<file path="config.mk">
export PLATFORM = sky130hd
export DESIGN_NAME = pack_fault_guard
export DESIGN_NICKNAME = d
export VERILOG_FILES = /design/src/rtl/fault_guard_pkg.sv /design/src/rtl/fg_timebase.sv /design/src/rtl/fg_datapath.sv /design/src/rtl/fg_control.sv /design/src/rtl/pack_fault_guard.sv
export SDC_FILE = /design/constraint.sdc
export NUM_CORES = 1
export LEC_CHECK = 0
export BUFFER_PORTS_ARGS = -buffer_cell sky130_fd_sc_hd__buf_4
export CORE_MARGIN = 4
export CORE_UTILIZATION = 59
export DETAILED_ROUTE_END_ITERATION = 8
export GPL_ROUTABILITY_DRIVEN = 0
export PLACE_DENSITY = 0.83
export SETUP_SLACK_MARGIN = 0.4
export SLEW_MARGIN = 20
export SYNTH_ARGS = -nofsm -noshare
export SYNTH_HDL_FRONTEND = slang
export SYNTH_SLANG_ARGS = --single-unit
export TNS_END_PERCENT = 100
</file>
<file path="constraint.sdc">
create_clock -name clk -period 3.3 [get_ports clk]
set_clock_uncertainty 0.05 [all_clocks]
set_input_delay 0.33 -clock clk [delete_from_list [all_inputs] [get_ports clk]]
set_output_delay 0.33 -clock clk [all_outputs]
set_load 0.005 [all_outputs]
</file>
<file path="src/rtl/fault_guard_pkg.sv">
package fault_guard_pkg;

  // Fault index order inside the packed flag vector; faultFlags uses the same order.
  localparam int FIDX_DSG_SC = 0;
  localparam int FIDX_CHG_SC = 1;
  localparam int FIDX_DSG_OL = 2;
  localparam int FIDX_CHG_OC = 3;
  localparam int NUM_FAULTS  = 4;

  // Strobes sent from the control module to the timer datapath.
  typedef struct packed {
    logic detectEn;   // timers may run
    logic clearAll;   // latch released this cycle, restart timers
  } ctrlStrobe_t;

endpackage

</file>
<file path="src/rtl/fg_timebase.sv">
module fg_timebase #(
  parameter int INT_DIV     = 1526,
  parameter int EXT_TIMEOUT = 4096
) (
  input  logic clk,
  input  logic rstN,
  input  logic extClk,
  output logic tick,
  output logic extActive
);
  localparam int SIL_W = $clog2(EXT_TIMEOUT + 1);
  localparam int DIV_W = (INT_DIV > 1) ? $clog2(INT_DIV) : 1;
  localparam logic [SIL_W-1:0] SIL_MAX = SIL_W'(EXT_TIMEOUT);
  localparam logic [DIV_W-1:0] DIV_LAST = DIV_W'(INT_DIV - 1);

  logic extMeta, extSync, extPrev;
  logic extRise;
  logic [SIL_W-1:0] silentCnt;
  logic [DIV_W-1:0] divCnt;
  logic intTick;

  always_ff @(posedge clk) begin
    if (!rstN) begin
      extMeta <= 1'b0;
      extSync <= 1'b0;
      extPrev <= 1'b0;
    end else begin
      extMeta <= extClk;
      extSync <= extMeta;
      extPrev <= extSync;
    end
  end

  assign extRise = extSync & ~extPrev;

  // Counts system clocks since the last external edge, saturating at the timeout.
  always_ff @(posedge clk) begin
    if (!rstN)                  silentCnt <= SIL_MAX;
    else if (extRise)           silentCnt <= '0;
    else if (silentCnt != SIL_MAX) silentCnt <= silentCnt + 1'b1;
  end

  assign extActive = (silentCnt != SIL_MAX);

  // Internal divider, held at zero while the external clock is alive.
  always_ff @(posedge clk) begin
    if (!rstN || extActive)     divCnt <= '0;
    else if (divCnt == DIV_LAST) divCnt <= '0;
    else                        divCnt <= divCnt + 1'b1;
  end

  assign intTick = !extActive && (divCnt == DIV_LAST);
  assign tick    = extActive ? extRise : intTick;

endmodule

</file>
<file path="src/rtl/fg_datapath.sv">
module fg_datapath
  import fault_guard_pkg::*;
#(
  parameter int CODE_W  = 4,
  parameter int OC_BASE = 33,
  parameter int OC_STEP = 66,
  parameter int SC_STEP = 2
) (
  input  logic                  clk,
  input  logic                  rstN,
  input  logic                  tick,
  input  logic [NUM_FAULTS-1:0] flags,
  input  logic [CODE_W-1:0]     chgOcCode,
  input  logic [CODE_W-1:0]     dsgOlCode,
  input  logic [CODE_W-1:0]     chgScCode,
  input  logic [CODE_W-1:0]     dsgScCode,
  input  ctrlStrobe_t           strobe,
  output logic [NUM_FAULTS-1:0] trip
);
  localparam int CODE_MAX = (1 << CODE_W) - 1;
  localparam int OC_MAX   = OC_BASE + OC_STEP * CODE_MAX;
  localparam int SC_MAX   = SC_STEP * CODE_MAX;
  localparam int LIM_MAX  = (OC_MAX > SC_MAX) ? OC_MAX : SC_MAX;
  localparam int CNT_W    = $clog2(LIM_MAX + 1);

  logic [CODE_W-1:0] codeArr [NUM_FAULTS];

  assign codeArr[FIDX_DSG_SC] = dsgScCode;
  assign codeArr[FIDX_CHG_SC] = chgScCode;
  assign codeArr[FIDX_DSG_OL] = dsgOlCode;
  assign codeArr[FIDX_CHG_OC] = chgOcCode;

  for (genvar i = 0; i < NUM_FAULTS; i++) begin : g_timer
    logic [CNT_W-1:0] limit;
    logic [CNT_W-1:0] count;
    logic             running;

    if (i == FIDX_DSG_OL || i == FIDX_CHG_OC) begin : g_oc
      assign limit = CNT_W'(OC_BASE) + CNT_W'(OC_STEP) * CNT_W'(codeArr[i]);
    end else begin : g_sc
      assign limit = CNT_W'(SC_STEP) * CNT_W'(codeArr[i]);
    end

    assign running = strobe.detectEn && flags[i];

    always_ff @(posedge clk) begin
      if (!rstN || !running || strobe.clearAll) count <= '0;
      else if (tick && (count < limit))        count <= count + 1'b1;
    end

    assign trip[i] = running && (count >= limit);
  end

endmodule

</file>
<file path="src/rtl/fg_control.sv">
module fg_control
  import fault_guard_pkg::*;
(
  input  logic                  clk,
  input  logic                  rstN,
  input  logic [NUM_FAULTS-1:0] trip,
  input  logic                  hostChgEn,
  input  logic                  hostDsgEn,
  input  logic                  hostPchgOff,
  input  logic                  hostRelease,
  input  logic                  enPinN,
  input  logic                  shutdown,
  output ctrlStrobe_t           strobe,
  output logic                  chgDrive,
  output logic                  dsgDrive,
  output logic                  pchgDrive,
  output logic                  faultLatched,
  output logic [NUM_FAULTS-1:0] faultFlags
);
  logic relPrev;
  logic relArmed;
  logic relRise, relFall;
  logic releaseNow;
  logic gateOk;

  assign relRise    = hostRelease & ~relPrev;
  assign relFall    = ~hostRelease & relPrev;
  assign releaseNow = relFall & relArmed;
  assign faultLatched = |faultFlags;
  assign gateOk     = !enPinN && !shutdown;

  always_ff @(posedge clk) begin
    if (!rstN) begin
      relPrev    <= 1'b1;
      relArmed   <= 1'b0;
      faultFlags <= '0;
    end else begin
      relPrev <= hostRelease;
      if (releaseNow) begin
        faultFlags <= '0;
        relArmed   <= 1'b0;
      end else begin
        faultFlags <= faultFlags | trip;
        if (relRise && faultLatched) relArmed <= 1'b1;
      end
    end
  end

  always_comb begin
    strobe.detectEn = gateOk && !faultLatched && (hostChgEn || hostDsgEn);
    strobe.clearAll = releaseNow;
  end

  assign chgDrive  = gateOk && !faultLatched && hostChgEn;
  assign dsgDrive  = gateOk && !faultLatched && hostDsgEn;
  assign pchgDrive = gateOk && (faultLatched || !hostPchgOff);

endmodule

</file>
<file path="src/rtl/pack_fault_guard.sv">
module pack_fault_guard
  import fault_guard_pkg::*;
#(
  parameter int INT_DIV     = 1526,
  parameter int EXT_TIMEOUT = 4096,
  parameter int CODE_W      = 4,
  parameter int OC_BASE     = 33,
  parameter int OC_STEP     = 66,
  parameter int SC_STEP     = 2
) (
  input  logic              clk,
  input  logic              rstN,
  input  logic              extClk,
  input  logic              fltChgOc,
  input  logic              fltDsgOl,
  input  logic              fltChgSc,
  input  logic              fltDsgSc,
  input  logic [CODE_W-1:0] chgOcCode,
  input  logic [CODE_W-1:0] dsgOlCode,
  input  logic [CODE_W-1:0] chgScCode,
  input  logic [CODE_W-1:0] dsgScCode,
  input  logic              hostChgEn,
  input  logic              hostDsgEn,
  input  logic              hostPchgOff,
  input  logic              hostRelease,
  input  logic              enPinN,
  input  logic              shutdown,
  output logic              chgDrive,
  output logic              dsgDrive,
  output logic              pchgDrive,
  output logic              faultLatched,
  output logic [3:0]        faultFlags,
  output logic              timebaseExt
);
  logic                  tick;
  logic [NUM_FAULTS-1:0] flags;
  logic [NUM_FAULTS-1:0] trip;
  ctrlStrobe_t           strobe;

  assign flags = {fltChgOc, fltDsgOl, fltChgSc, fltDsgSc};

  fg_timebase #(.INT_DIV(INT_DIV), .EXT_TIMEOUT(EXT_TIMEOUT)) u_timebase (
    .clk(clk), .rstN(rstN), .extClk(extClk), .tick(tick), .extActive(timebaseExt)
  );

  fg_datapath #(.CODE_W(CODE_W), .OC_BASE(OC_BASE), .OC_STEP(OC_STEP), .SC_STEP(SC_STEP)) u_datapath (
    .clk(clk), .rstN(rstN), .tick(tick), .flags(flags),
    .chgOcCode(chgOcCode), .dsgOlCode(dsgOlCode), .chgScCode(chgScCode), .dsgScCode(dsgScCode),
    .strobe(strobe), .trip(trip)
  );

  fg_control u_control (
    .clk(clk), .rstN(rstN), .trip(trip),
    .hostChgEn(hostChgEn), .hostDsgEn(hostDsgEn), .hostPchgOff(hostPchgOff),
    .hostRelease(hostRelease), .enPinN(enPinN), .shutdown(shutdown),
    .strobe(strobe), .chgDrive(chgDrive), .dsgDrive(dsgDrive), .pchgDrive(pchgDrive),
    .faultLatched(faultLatched), .faultFlags(faultFlags)
  );

endmodule

</file>
Yosys cells after proc, flatten, opt, wreduce, memory -nomap -nowiden
Index checks and enable logic that the tools add are counted. Widths: inputs -> output; s select.

Register bits: 73. Output and inout bits: 9. Word-level logic and storage cells: 91. Input port bits: 29.

Add/subtract/negate cells: 8. Magnitude comparators: 8. Equality and inequality tests: 2. Multiplexer cells: 3. Reductions and logical operators: 46. Multipliers: 2. Bitwise gates (word level): 9.

Operators with widths (count): $add 10x1->10 const B (4); $mux 13 (2); $add 6x10->10 const A (2); $ge 10x10->1 (2); $ge 10x5->1 (2); $logic_and 1x1->1 (20); $lt 10x10->1 (2); $lt 10x5->1 (2); $mul 6x4->9 const A (2); $add 13x1->13 const B (1); $ne 13x13->1 const B (1); $add 11x1->11 const B (1); $eq 11x11->1 const B (1); $logic_or 1x1->1 (11); $logic_not 1->1 (10); $reduce_or 2->1 (3); $and 1x1->1 (4); $not 1->1 (4); $or 4x4->4 (1); $reduce_or 4->1 (1); $reduce_bool 2->1 (1); $mux 1 (1).

Longest topological paths before layout
Depth after elaboration: 8. Mapped depth: 9.

By module
A second synthesis with hierarchy kept.

Cells, all modules: 445. Area, all modules: 3856.2 µm².

Modules (own cells, without submodules): fg_datapath (area an instance 2393.5 µm², times used 1, cells each 288); fg_timebase (area an instance 1187.4 µm², times used 1, cells each 128); fg_control (area an instance 275.3 µm², times used 1, cells each 29).

Least setup slack after synthesis
Ideal clock, no wire load.

Path type: register to register. From: register u_timebase.silentCnt[0]. To: register u_datapath.g_timer[3].count[9]. Stages on the path, launching flop included: 10. Library setup time: 71 ps. Slack: 843 ps. Buffers on the path: 1. Required time: 3179 ps. Arrival time: 2337 ps. Cell sequence: dfxtp_1 > inv_1 > ha_1 > nor4b_2 > nand3_2 > mux2_4 > or3b_1 > buf_2 > or4_1 > a21oi_1.

Word-level cells in the longest chain between the ends: 5.

Ends and longest elaborated chain: start: declaration (RTL line fg_timebase.sv:18) `logic [SIL_W-1:0] silentCnt;`; start signal: assignment (RTL line fg_timebase.sv:40) `else if (silentCnt != SIL_MAX) silentCnt <= silentCnt + 1'b1;`; $ne 13x13->1 (*) (RTL line fg_timebase.sv:43) `assign extActive = (silentCnt != SIL_MAX);`; named net timebaseExt (RTL line pack_fault_guard.sv:33) `output logic timebaseExt`; $logic_not 1->1 (RTL line fg_timebase.sv:52) `assign intTick = !extActive && (divCnt == DIV_LAST);`; $logic_and 1x1->1 (RTL line fg_timebase.sv:52); $mux 1 (*) (RTL line fg_timebase.sv:53) `assign tick = extActive ? extRise : intTick;`; $logic_and 1x1->1 (*) (RTL line fg_datapath.sv:48) `else if (tick && (count < limit)) count <= count + 1'b1;`; end signal: assignment (RTL line fg_datapath.sv:48); end: declaration (RTL line fg_datapath.sv:35) `logic [CNT_W-1:0] count;`.

Mark *: on every way through the listed nets, which the timed path passes. The rest lies on a longest branch. A chain may end at the register's enable or synchronous reset.

Worst setup path after layout
From: register u_timebase.silentCnt[0]. To: register u_datapath.g_timer[3].count[9].

Word-level cells in the longest chain between the ends: 5.

Ends and longest elaborated chain (RTL line): $ne 13x13->1 (*) (fg_timebase.sv:43); $logic_not 1->1 (fg_timebase.sv:52); $logic_and 1x1->1 (fg_timebase.sv:52); $mux 1 (*) (fg_timebase.sv:53); $logic_and 1x1->1 (*) (fg_datapath.sv:48).

Every way passes the cells marked *; elsewhere a longest branch is shown, timed or not.

==> summary.md <==
| Metric | Value |
|---|---|
| Levels on crit path | 8 |
| Post-Place Setup Slack | 583.5 ps |
| Worst vdd ir | 0.2510 mV |
| Worst Setup EP | u_datapath.g_timer[3].count[9] |
| P per Cell Area | 417.3 mW/mm^2 |
| Cell Chain, Critical Path | inv_1 > ha_1 > nor4b_2 > nand3_2 > mux2_4 > or3b_4 > or4_1 > a21oi_1 |
| WP data required | 3530 ps |
| Fin cells | 536 |
| M1 WL | 3419 um |
| Layout Utilization | 70.04% |
| Clock tree sinks | 73 |
| H-tree depth | 3 |
| Antenna Violating Nets Remaining | 0 |
| Multi-input logic area | 0.002037 sq mm |
| Grt ovf | 0 |
| Share of layout cells above drive strength 1 | 13.23% |
| #FFs+latches synth | 73 |
| DP HPWL | 5419 um |
| Largest net degree at the start of global routing | 24 |
| Max FO, Critical Path | 23 |
| Reg2Reg Launch Point | u_timebase.silentCnt[0] |
| N_diodes | 0 |
| Post-synthesis cell type count | 43 |
| Hold Crit Class | input port to flip-flop |
| Register Area | 0.001461 sq mm |
| Total CTS buffers | 9 |
| Arrival time at the worst endpoint | 2890 ps |
| Setup Buffers After CTS | 0 |
| FILL cells | 471 |
| Sequential area share after synthesis | 40.19% |
| Period utilization | 80.73% |
| Buf/Inv on CP | 1 |
| CTS tree | done |
| Met3 wire len | 320 um |
| Max_cap viols | 0 |
| Initial Util | 61.05% |
| Critical Path End Type | flip-flop |
| Detailed-route DRC error count | 0 |
| Worst-skew pair later-pin latency | 350 ps |
| Maximum root-to-sink buffer count | 2 |
| Worst-margin pin slew | 709.6 ps |
| Crit path launch type | flip-flop |
| Setup TNS | 0 ps |
| Placed cell count | 520 |
| Syn avg cell area | 8.761 sq um |
| Period minus WS final | 2664 ps |
| Hold slack final | 137.9 ps |
| Status | finished, final reports clean |
| TritonRoute pass-1 iters | 4 |
| RSZ-0062 raised after global routing | false |
| Clk Tree Root Cell | clkbuf_8 |
| Die height | 86.50 um |
| Final setup viols | 0 |
| Max-slew headroom | 52.37% |
| Fin nets | 517 |
| Asr flop ratio synth | 0% |
| Fmax | 375.4 MHz |
| Core Region | 0.005956 sq mm |
| R2R setup slack | 640 ps |
| Core Rows | 28 |
| Mapped cell area | 0.003636 sq mm |
| Final Hold Fails | 0 |
| Die W | 86.50 um |
| Synth warn | 0 |
| Slowest-stage cell, CP | or3b_4 |
| EDFF count, synth | 0 |
| Clock transition at path regs | 80 ps |
| Vias | 2944 |
| CP startpoint | u_timebase.silentCnt[0] |
| CP delay by family, top | simple AND/OR/NAND/NOR gates |
| Vias in the first global route | 2818 |
| Most frequent cells in the layout | dfxtp_1 (73), nor2_1 (59), buf_4 (39) |
| Routed WL | 7389 um |
| RR Endpoint | u_datapath.g_timer[3].count[9] |
| Primary FF master, synth | dfxtp_1 |
| Initial antenna violation count | 0 |
| DR WL/cell | 13.79 um |
| Via/cell ratio | 5.493 |
| Slew Viols, Final | 0 |
| P&R area growth vs syn | 14.73% |
| Most common cell after layout, fill and taps aside | dfxtp_1 |
| CP Class | flip-flop to flip-flop |
| Syn Inst Count | 415 |
| Io pins | 38 |
| DRT iter0 DRCs | 96 |
| Post-Synthesis Net Count | 476 |
| Total GRT Usage | 21.20% |
| First-pass GRT wire length | 12680 um |
| Crit-path max cell delay | 480 ps |
| Die Area | 0.007482 sq mm |
| Worst r2r path cells | 8 |
| Final worst setup slack | 635.9 ps |
| Top layer in use | met4 |
| HP Start | extClk |
| Met2 wire length | 3514 um |
| LEAKAGE | 1.757 nW |
| Hold buffer count at cts | 0 |
| IO Port Bufs | 37 |
[where the power goes]
part / switching [W] / leakage [nW] / internal [W]
registers: 0.0000220 / 0.589 / 0.000900
clock network: 0.000332 / 0.0911 / 0.000310
logic: 0.0000919 / 1.08 / 0.0000850
total: 0.000446 / 1.76 / 0.00130
[cells by family after synthesis]
group	synth area share [%]
and+or+nand+nor	26.67
AOI/OAI and AO/OA	6.917
xor gates and xnor gates	10.12
DFF	40.19
buffers and inverters	3.854
muxes	1.239
adders and majority gates	11.01
[worst register-to-register path: cells and delay by family, from the launching register on]
family	cells	cell delay, ps
multiplexers	1	460
buffers and inverters	1	70
flip-flops	1	360
AO/OA/AOI/OAI	1	140
adder cells (fa/ha/maj)	1	140
AND/OR/NAND/NOR	4	1370
[metrics by stage]
step	instance area, sq um	total power [W]
2_1_floorplan	3636	0.001051
3_5_place_dp	3988	0.001118
4_1_cts	4169	0.001750
5_1_grt	4172	0.001815
3_3_place_gp	3988	0.001111
6_report	4172	0.001741
[cell type report]
type | count | share of cell area [%]
multi-input combinational | 305 | 48.83
sequential | 73 | 35.03
timing repair buffer | 39 | 7.019
clock buffer | 11 | 3.629
inverter | 28 | 2.520
tap | 75 | 2.250
clock inverter | 5 | 0.7199
[how the worst min path moves through the flow]
stage / end / slack, ps / cells past startpoint
after floorplan: u_control.relPrev / 340 / 1
after global placement: u_timebase.extSync / 360 / 1
after detailed placement: u_timebase.extSync / 380 / 1
after CTS: u_timebase.extMeta / 130 / 2
after global routing: u_timebase.extMeta / 130 / 2
final: u_timebase.extMeta / 140 / 2
[routing by layer]
metal | track usage, % | vias to the layer above
li1 | - | 1518
met1 | 27.54 | 1364
met2 | 34.35 | 50
met3 | 4.373 | 12
met4 | 8.640 | 0
met5 | 0 | -
[registers in the layout (all words and copies together) (netlist names)]
signal,count
u_datapath.g_timer.count,40
u_timebase.silentCnt,13
u_timebase.divCnt,11
u_control.faultFlags,4
u_control.relArmed,1
u_control.relPrev,1
u_timebase.extMeta,1
u_timebase.extPrev,1
u_timebase.extSync,1
[synthesized netlist by cell type (3+ instances only)]
master	count	share of area, %
nand2_1	25	2.6
o21a_1	3	0.62
nand3_1	25	3.4
a21oi_1	18	2.5
o22ai_1	3	0.52
and3_1	16	2.8
ha_1	32	11
nand4_1	5	0.86
xnor2_1	26	6.3
and4_1	4	0.96
clkbuf_1	8	0.83
dfxtp_1	73	40
nand2b_1	3	0.52
nor3_1	8	1.1
nor2_1	59	6.1
and2_1	8	1.4
inv_1	28	2.9
nor4_1	9	1.5
mux2i_1	3	0.83
nor3b_1	3	0.62
o21ai_0	6	0.83
or4_1	5	1.0
a31oi_1	4	0.69
xor2_1	16	3.9
[timing repair]
action,in CTS,in global routing
endpoints found under the setup margin,0,1
hold endpoints to repair,0,0
gates resized for setup,0,1
(Power assumes the default switching activity.)
